[src/rtl/cap_timer16_pkg.sv]
package cap_timer16_pkg;
  localparam int CT_CNT_W    = 16;
  localparam int CT_SEL_W    = 2;
  localparam int CT_DIV_STEP = 2;

  typedef enum logic {
    CAP0_FROM_B     = 1'b0,
    CAP0_FROM_A_OPP = 1'b1
  } cap0_src_e;
endpackage

[src/rtl/ct_prescaler.sv]
module ct_prescaler #(
  parameter int SEL_W    = 2,
  parameter int DIV_STEP = 2,
  parameter int PC_W     = ((1 << SEL_W) - 1) * DIV_STEP + 1
) (
  input  logic             clk,
  input  logic             rst_n,
  input  logic             run,
  input  logic [SEL_W-1:0] sel,
  output logic             rise_en,
  output logic             fall_en
);
  logic [PC_W-1:0] pc_q, pc_d;
  logic [PC_W-1:0] half;
  logic [PC_W-1:0] last;

  always_comb begin
    half = {{(PC_W-1){1'b0}}, 1'b1} << (DIV_STEP * int'(sel));
    last = half | (half - 1'b1);
    if (!run) begin
      pc_d = '0;
    end else if (pc_q >= last) begin
      pc_d = '0;
    end else begin
      pc_d = pc_q + 1'b1;
    end
    rise_en = run && (pc_q == '0);
    fall_en = run && (pc_q == half);
  end

  always_ff @(posedge clk or negedge rst_n) begin
    if (!rst_n) pc_q <= '0;
    else        pc_q <= pc_d;
  end


  fall_after_rise_chk: assert property (@(posedge clk) disable iff (!rst_n)
    (sel == 2'd0 && $past(sel) == 2'd0 && fall_en && $past(run)) |-> $past(rise_en));
endmodule

[src/rtl/ct_counter.sv]
module ct_counter #(
  parameter int CNT_W = 16
) (
  input  logic             clk,
  input  logic             rst_n,
  input  logic             run,
  input  logic             ext_mode,
  input  logic             rise_en,
  input  logic             a_edge,
  output logic [CNT_W-1:0] cnt
);
  logic [CNT_W-1:0] cnt_q, cnt_d;
  logic             step;

  always_comb begin
    step = ext_mode ? a_edge : rise_en;
    if (!run)      cnt_d = '0;
    else if (step) cnt_d = cnt_q + 1'b1;
    else           cnt_d = cnt_q;
  end

  always_ff @(posedge clk or negedge rst_n) begin
    if (!rst_n) cnt_q <= '0;
    else        cnt_q <= cnt_d;
  end

  assign cnt = cnt_q;


  wrap_to_zero_chk: assert property (@(posedge clk) disable iff (!rst_n)
    (run && !ext_mode && rise_en && cnt_q == {CNT_W{1'b1}}) |=> cnt_q == '0);


  stopped_clear_chk: assert property (@(posedge clk) disable iff (!rst_n)
    !run |=> cnt_q == '0);
endmodule

[src/rtl/ct_capture_ch.sv]
module ct_capture_ch #(
  parameter int CNT_W = 16
) (
  input  logic             clk,
  input  logic             rst_n,
  input  logic             run,
  input  logic             rise_en,
  input  logic             fall_en,
  input  logic             cap_trig,
  input  logic             irq_trig,
  input  logic             cap_irq_en,
  input  logic [CNT_W-1:0] cnt,
  output logic [CNT_W-1:0] cap,
  output logic             irq
);
  logic             pend_cap_q, pend_cap_d;
  logic             pend_irq_q, pend_irq_d;
  logic             arm_q, arm_d;
  logic [CNT_W-1:0] cap_q, cap_d;
  logic             irq_q, irq_d;
  logic             take_cap, take_irq;

  always_comb begin
    take_cap = run && fall_en && (pend_cap_q || cap_trig);
    take_irq = run && fall_en && (pend_irq_q || irq_trig);

    if (!run) begin
      pend_cap_d = 1'b0;
      pend_irq_d = 1'b0;
      arm_d      = 1'b0;
    end else begin
      pend_cap_d = take_cap ? 1'b0 : (pend_cap_q || cap_trig);
      pend_irq_d = take_irq ? 1'b0 : (pend_irq_q || irq_trig);
      arm_d      = (rise_en ? 1'b0 : arm_q) || (take_cap && cap_irq_en) || take_irq;
    end

    cap_d = take_cap ? cnt : cap_q;
    irq_d = run && rise_en && arm_q;
  end

  always_ff @(posedge clk or negedge rst_n) begin
    if (!rst_n) begin
      pend_cap_q <= 1'b0;
      pend_irq_q <= 1'b0;
      arm_q      <= 1'b0;
      cap_q      <= '0;
      irq_q      <= 1'b0;
    end else begin
      pend_cap_q <= pend_cap_d;
      pend_irq_q <= pend_irq_d;
      arm_q      <= arm_d;
      cap_q      <= cap_d;
      irq_q      <= irq_d;
    end
  end

  assign cap = cap_q;
  assign irq = irq_q;


  irq_after_rise_chk: assert property (@(posedge clk) disable iff (!rst_n)
    irq_q |-> $past(rise_en));


  irq_single_pulse_chk: assert property (@(posedge clk) disable iff (!rst_n)
    irq_q |=> !irq_q);


  cap_on_fall_chk: assert property (@(posedge clk) disable iff (!rst_n)
    !$stable(cap_q) |-> $past(fall_en));
endmodule

[src/rtl/cap_timer16.sv]
module cap_timer16
  import cap_timer16_pkg::*;
#(
  parameter int CNT_W    = CT_CNT_W,
  parameter int SEL_W    = CT_SEL_W,
  parameter int DIV_STEP = CT_DIV_STEP
) (
  input  logic             clk,
  input  logic             rst_n,
  input  logic             run,
  input  logic [SEL_W-1:0] div_sel,
  input  logic             ext_count,
  input  logic             cap0_src,
  input  logic             trig_a,
  input  logic             trig_a_opp,
  input  logic             trig_b,
  output logic [CNT_W-1:0] cap0,
  output logic [CNT_W-1:0] cap1,
  output logic             irq0,
  output logic             irq1
);
  localparam int PC_W  = ((1 << SEL_W) - 1) * DIV_STEP + 1;
  localparam int N_CH  = 2;

  logic             rise_en, fall_en;
  logic [CNT_W-1:0] cnt;
  logic             a_cap_ok;
  logic [N_CH-1:0]  ch_cap_trig, ch_irq_trig, ch_irq_en, ch_irq;
  logic [CNT_W-1:0] ch_cap [N_CH];
  cap0_src_e        src0;

  always_comb begin
    src0     = cap0_src_e'(cap0_src);
    a_cap_ok = !ext_count;
    if (src0 == CAP0_FROM_A_OPP) begin
      ch_cap_trig[0] = trig_a_opp && a_cap_ok;
      ch_irq_trig[0] = trig_b;
      ch_irq_en[0]   = 1'b0;
    end else begin
      ch_cap_trig[0] = trig_b;
      ch_irq_trig[0] = 1'b0;
      ch_irq_en[0]   = 1'b1;
    end
    ch_cap_trig[1] = trig_a && a_cap_ok;
    ch_irq_trig[1] = 1'b0;
    ch_irq_en[1]   = 1'b1;
  end

  ct_prescaler #(.SEL_W(SEL_W), .DIV_STEP(DIV_STEP), .PC_W(PC_W)) u_presc (
    .clk     (clk),
    .rst_n   (rst_n),
    .run     (run),
    .sel     (div_sel),
    .rise_en (rise_en),
    .fall_en (fall_en)
  );

  ct_counter #(.CNT_W(CNT_W)) u_cnt (
    .clk      (clk),
    .rst_n    (rst_n),
    .run      (run),
    .ext_mode (ext_count),
    .rise_en  (rise_en),
    .a_edge   (trig_a),
    .cnt      (cnt)
  );

  for (genvar g = 0; g < N_CH; g++) begin : g_ch
    ct_capture_ch #(.CNT_W(CNT_W)) u_ch (
      .clk        (clk),
      .rst_n      (rst_n),
      .run        (run),
      .rise_en    (rise_en),
      .fall_en    (fall_en),
      .cap_trig   (ch_cap_trig[g]),
      .irq_trig   (ch_irq_trig[g]),
      .cap_irq_en (ch_irq_en[g]),
      .cnt        (cnt),
      .cap        (ch_cap[g]),
      .irq        (ch_irq[g])
    );
  end

  assign cap0 = ch_cap[0];
  assign cap1 = ch_cap[1];
  assign irq0 = ch_irq[0];
  assign irq1 = ch_irq[1];


  stopped_hold_chk: assert property (@(posedge clk) disable iff (!rst_n)
    !run |=> ($stable(cap0) && $stable(cap1)));


  stopped_quiet_chk: assert property (@(posedge clk) disable iff (!rst_n)
    !run |=> (!irq0 && !irq1));
endmodule

[config.mk]
export PLATFORM = sky130hd
export DESIGN_NAME = cap_timer16
export DESIGN_NICKNAME = d
export VERILOG_FILES = /design/src/rtl/cap_timer16_pkg.sv /design/src/rtl/ct_prescaler.sv /design/src/rtl/ct_counter.sv /design/src/rtl/ct_capture_ch.sv /design/src/rtl/cap_timer16.sv
export SDC_FILE = /design/constraint.sdc
export NUM_CORES = 1
export LEC_CHECK = 0
export CAP_MARGIN = 15
export CORE_MARGIN = 1.5
export CORE_UTILIZATION = 30
export CTS_BUF_LIST = sky130_fd_sc_hd__clkbuf_4 sky130_fd_sc_hd__clkbuf_8
export CTS_CLUSTER_DIAMETER = 40
export DETAILED_ROUTE_END_ITERATION = 8
export PLACE_DENSITY_LB_ADDON = 0.2
export SYNTH_ARGS = -nofsm -noshare
export SYNTH_HDL_FRONTEND = slang
export SYNTH_SLANG_ARGS = --single-unit
[constraint.sdc]
create_clock -name clk -period 4.5 [get_ports clk]
set_input_delay 0.45 -clock clk [delete_from_list [all_inputs] [get_ports clk]]
set_output_delay 0.45 -clock clk [all_outputs]
set_load 0.005 [all_outputs]
Word level (Yosys, flattened, before mapping)
Cells that the tools add are included.
{"block": "word_totals", "ff_bits": 63, "output_inout_bits": 34, "wordCells": 63}
{"block": "op_classes", "n_reduce_logical": 22, "magnitude_cmp": 1, "addsub": 3, "mux": 20, "shifts": 1, "bitwise_logic": 1, "n_eq_ne": 3}
{"operator": "two-way mux 16 bit", "count": 2}
{"operator": "adder 16 x 1 -> 16 bit, second input constant", "count": 1}
{"operator": "two-way mux 1 bit", "count": 16}
{"operator": "two-way mux 7 bit", "count": 2}
{"operator": "logical AND 1 bit", "count": 13}
{"operator": "adder 7 x 1 -> 7 bit, second input constant", "count": 1}
{"operator": "equality test 7 bit", "count": 1}
{"operator": "greater-or-equal comparator 7 bit", "count": 1}
{"operator": "logical NOT 7 bit", "count": 1}
{"operator": "logical OR 1 bit", "count": 7}
{"operator": "OR 7 bit", "count": 1}
{"operator": "<< shifter 1 x 3 -> 7 bit, first input constant", "count": 1}
{"operator": "subtractor 7 x 1 -> 7 bit, second input constant", "count": 1}
{"operator": "!= test 2 x 1 -> 1 bit, second input constant", "count": 2}
{"operator": "logical NOT 1 bit", "count": 1}

Depth between registers and ports, before layout
{"block": "depth", "word_depth": 9, "depth_mapped": 8}

Hierarchy
Synthesis repeated with hierarchy kept, for this count alone.
{"block": "hier_totals", "cells_unflattened": 250, "hier_area_um2": 3025.4}
{"module": "ct_capture_ch", "seq_area_each_um2": 500.5, "area_per_inst_um2": 807.0, "cells_each": 48, "n_inst": 2}
{"module": "ct_counter", "seq_area_each_um2": 400.4, "area_per_inst_um2": 805.8, "cells_each": 83, "n_inst": 1}
{"module": "ct_prescaler", "seq_area_each_um2": 175.2, "area_per_inst_um2": 565.5, "cells_each": 64, "n_inst": 1}
{"module": "cap_timer16", "seq_area_each_um2": 0.0, "area_per_inst_um2": 40.0, "cells_each": 7, "n_inst": 1}

Worst setup path after synthesis
Ideal clock, no wire load.
{"block": "synth_path", "kind": "input -> register", "from": "input div_sel[1]", "to": "register g_ch[1].u_ch.cap_q[10]", "setup_time_ns": 0.125, "stages": 7, "arrival_time_ns": 1.915, "n_path_buf": 2, "slack_ns": 2.460, "path_cell_list": "buf_6 -> nor2b_4 -> o21ai_2 -> nand2_2 -> nor4_4 -> buf_8 -> mux2_4"}
{"block": "synth_via", "elab_chain_cells": 5}
{"item": "start, declared", "line_no": "cap_timer16.sv:11", "rtl": "input logic [SEL_W-1:0] div_sel,"}
{"item": "<< shifter 1 x 3 -> 7 bit", "line_no": "ct_prescaler.sv:18", "rtl": "half = {{(PC_W-1){1'b0}}, 1'b1} << (DIV_STEP * int'(sel));"}
{"item": "equality test 7 bit", "line_no": "ct_prescaler.sv:28", "rtl": "fall_en = run && (pc_q == half);"}
{"item": "logical AND 1 bit", "line_no": "ct_prescaler.sv:28"}
{"item": "logical AND 1 bit (2 in series)", "line_no": "ct_capture_ch.sv:24", "rtl": "take_cap = run && fall_en && (pend_cap_q || cap_trig);"}
{"item": "end signal, assigned", "line_no": "ct_capture_ch.sv:52", "rtl": "cap_q <= cap_d;"}
{"item": "end, declared", "line_no": "ct_capture_ch.sv:19", "rtl": "logic [CNT_W-1:0] cap_q, cap_d;"}
No other way between the ends.
A chain may end at the register's enable or synchronous reset.

Final worst setup path
{"block": "layout_path", "from": "input run", "to": "register g_ch[0].u_ch.cap_q[6]"}
{"block": "layout_via", "elab_chain_cells": 3}
{"item": "start, declared", "line_no": "cap_timer16.sv:10", "rtl": "input logic run,"}
{"item": "logical AND 1 bit", "line_no": "ct_prescaler.sv:28"}
{"item": "logical AND 1 bit * (2 in series)", "line_no": "ct_capture_ch.sv:24"}
{"item": "end signal, assigned", "line_no": "ct_capture_ch.sv:52"}
{"item": "end, declared", "line_no": "ct_capture_ch.sv:19"}
Mark *: on every way between the ends. The rest lies on a longest branch, timed or not.

==> results.json <==
{
  "first_pass_grt_wire_length_mm": 10.2,
  "worst_setup_start_kind": "input port",
  "synth-edff-count": 0,
  "synth_xor_area_frac": 0.0434,
  "route.vias.total": 1930,
  "final_period_minus_worst_setup_slack_ns": 2.94,
  "total_power_mw": 1.26,
  "post-synth-top-count-cell": "sky130_fd_sc_hd__dfrtp_1",
  "hpwlAfterDp_mm": 3.97,
  "dpl.cell_count": 415,
  "synth_simple_gate_area_frac": 0.168,
  "post-synth-top-area-cell": "sky130_fd_sc_hd__dfrtp_1",
  "first_global_vias": 2035,
  "ys_ff_latch": 62,
  "ys_top_cells_by_count": "62 x sky130_fd_sc_hd__dfrtp_1, 19 x sky130_fd_sc_hd__mux2_4, 15 x sky130_fd_sc_hd__nor2_1, 14 x sky130_fd_sc_hd__mux2_2, 12 x sky130_fd_sc_hd__and2_1",
  "final_nets": 312,
  "grt_overflow_total": 0,
  "die_width_um": 104,
  "setup_viol": 0,
  "p_switching_mw": 0.283,
  "p_clk_frac": 0.433,
  "fp.dieArea_um2": 10700,
  "gp_congestion": 0.758,
  "yosys.area.top_type_share": 0.512,
  "critical_path_required_ns": 4.71,
  "grtUsageTotal": 0.120,
  "status": "finished, final reports clean",
  "grt_max_degree": 63,
  "synthCells": 244,
  "p_sw_frac": 0.225,
  "antenna_left": 0,
  "internal-power_mw": 0.974,
  "cts.sink_count": 62,
  "mappedNetlistArea_um2": 3030,
  "peakVddDrop_v": 0.000141,
  "postLayoutCellArea_um2": 3810,
  "initial_antenna_violation_count": 0,
  "worst-path-max-fanout": 21,
  "postCtsHoldBufs": 0,
  "wl_per_cell_um": 13.6,
  "final_antenna_diode_count": 0,
  "finalMaxSlewViolations": 0,
  "worst-slew-pin-transition_ns": 0.771,
  "drt-initial-drc-count": 82,
  "drv.max_cap_violation_count": 0,
  "postSynth.asyncResetShare": 1.00,
  "pwr-share-comb": 0.097,
  "worst_slew_margin_rel": 0.486,
  "tritoncts": "done",
  "power.density_cell_area_nw_per_um2": 330,
  "timing_hold_violations_final": 0,
  "finalWirelength_mm": 5.88,
  "cp.arrival_ns": 3.15,
  "total_placed_instance_area_um2": 3590,
  "dieHeight_um": 104,
  "clk_latency_ns": 0.33,
  "finish.utilization": 0.390,
  "detailedPlace.worstSlack_ns": 1.22,
  "timing_worst_setup_path_type": "input port to flip-flop",
  "floorplan.initialDensity": 0.310,
  "io_buffer_count": 43,
  "post_route_cells_drive_above_1_share": 0.215,
  "drcViolationCount": 0,
  "setup-tns-final_ns": 0,
  "grt_setup_unrepaired": "no",
  "ctsHtreeMaxLevel": 3,
  "cts_repair_resize_count": 0,
  "clock.fmax_ghz": 0.341,
  "fin_skew_ns": 0.00908,
  "core_um2": 9770,
  "largest_cells_by_area_after_synthesis": "sky130_fd_sc_hd__dfrtp_1 51%, sky130_fd_sc_hd__mux2_4 9.4%, sky130_fd_sc_hd__mux2_2 5.2%, sky130_fd_sc_hd__ha_1 3.7%, sky130_fd_sc_hd__xor2_1 2.9%",
  "final.hold.worst_slack_ns": 0.282,
  "first_pass_iters": 4,
  "synth_fp_nets": 263,
  "area_growth_syn_to_layout_pct": 25.7,
  "crit_path_end_kind": "flip-flop",
  "synth_cell_type_count": 45,
  "rows": 36,
  "leakage_nw": 1.78,
  "cts-buffers-inserted": 9,
  "floorplan.io_pins": 44,
  "number_of_fill_cells_in_the_layout": 975,
  "cts.root.buffer_cell": "sky130_fd_sc_hd__clkbuf_8",
  "synth.yosys.warnings": 0,
  "postCtsSetupBuffers": 0,
  "final.period_utilization": 0.652,
  "synth_top_family_by_area": "simple AND/OR/NAND/NOR gates",
  "syn-mean-instance-area_um2": 12.4,
  "final_cells": 431,
  "synth_compound_area_frac": 0.0619,
  "synth_fa_ha_area_frac": 0.0372,
  "ys_seq_area_frac": 0.512,
  "cts_max_path_buffers": 2,
  "setup_slack_ns": 1.56,
  "sequential_power_share": 0.470,
  "post_synth_mux_area_share": 0.149,
  "ys.flop_type": "sky130_fd_sc_hd__dfrtp_1",
  "drt-vias-per-instance": 4.48,
  "timing.hold.worst.class": "input port to asynchronous set/reset pin",
  "clkTransAtPathRegs_ns": 0.07
}
==> state kept, by name, summed over array words and instances (netlist names) <==
register and count:
g_ch.u_ch.cap 32, g_ch.u_ch.pend_irq_q 1, u_cnt.cnt 16, g_ch.u_ch.irq 2, g_ch.u_ch.pend_cap_q 2, u_presc.pc_q 7
g_ch.u_ch.arm_q 2
==> power by group through the flow <==
stage | registers [mW] | logic (mW) | clock network, mW
4_1_cts | 0.591 | 0.124 | 0.564
5_1_grt | 0.593 | 0.135 | 0.589
3_3_place_gp | 0.602 | 0.122 | 0
2_1_floorplan | 0.598 | 0.0700 | 0
6_report | 0.591 | 0.122 | 0.545
3_5_place_dp | 0.601 | 0.123 | 0
==> critical path: stages <==
cell and delay [ns]:
sky130_fd_sc_hd__clkdlybuf4s50_1 0.93, sky130_fd_sc_hd__nor3b_2 0.38, sky130_fd_sc_hd__nand2_1 0.15, sky130_fd_sc_hd__nand4bb_2 0.30
sky130_fd_sc_hd__nor2_4 0.52, sky130_fd_sc_hd__mux2_2 0.40
==> layout by cell type, fill, tap and decap left out, drive strengths merged, types with 4 or more instances in the layout <==
master,n
buf,4
o21ai,7
xnor2,5
nand3,11
a21oi,4
nand2,10
or3,5
nor2,16
xor2,10
clkbuf,12
nor3,6
ha,9
a21boi,5
inv,7
mux2,33
dfrtp,62
a21o,4
and2,12
and3,4
clkdlybuf4s50,42
==> kinds of logic after synthesis <==
family                     after synthesis
and+or+nand+nor                         82
DFF                                     62
muxes                                   34
AOI/OAI and AO/OA                       27
xor gates and xnor gates                15
buffers and inverters                   15
adders and majority gates                9
==> cell type report <==
| cell class | instances | area [um^2] | area share |
|---|---|---|---|
| Sequential cell | 62 | 1550 | 0.407 |
| Multi-Input combinational cell | 167 | 1390 | 0.366 |
| Timing Repair Buffer | 46 | 448 | 0.118 |
| Tap cell | 133 | 166 | 0.0437 |
| Clock buffer | 12 | 153 | 0.0401 |
| Clock inverter | 4 | 70.1 | 0.0184 |
| Inverter | 7 | 26.3 | 0.00690 |
==> worst paths after layout <==
check                                              from                 endpoint  slack (ns)  cells past startpoint
worst max-delay path                                run      g_ch[0].u_ch.cap[6]        1.56                      6
worst min-delay path                              rst_n      g_ch[0].u_ch.cap[0]        0.28                      2
worst max register to register          u_presc.pc_q[4]      g_ch[0].u_ch.cap[6]        2.24                      5
worst min register to register  g_ch[0].u_ch.pend_irq_q  g_ch[0].u_ch.pend_irq_q        0.50                      2
max in group asynchronous                         rst_n             u_cnt.cnt[4]        3.71                      2
min in group clk                g_ch[0].u_ch.pend_irq_q  g_ch[0].u_ch.pend_irq_q        0.50                      2
==> routing by layer <==
metal / track usage / wire [um] / vias to the layer above
met5: 0 / 0 / -
met4: 0.0327 / 35 / 0
met3: 0.0466 / 275 / 2
met2: 0.201 / 2890 / 43
met1: 0.144 / 2680 / 934
li1: - / - / 951
Power figures use the tool's default switching activity.
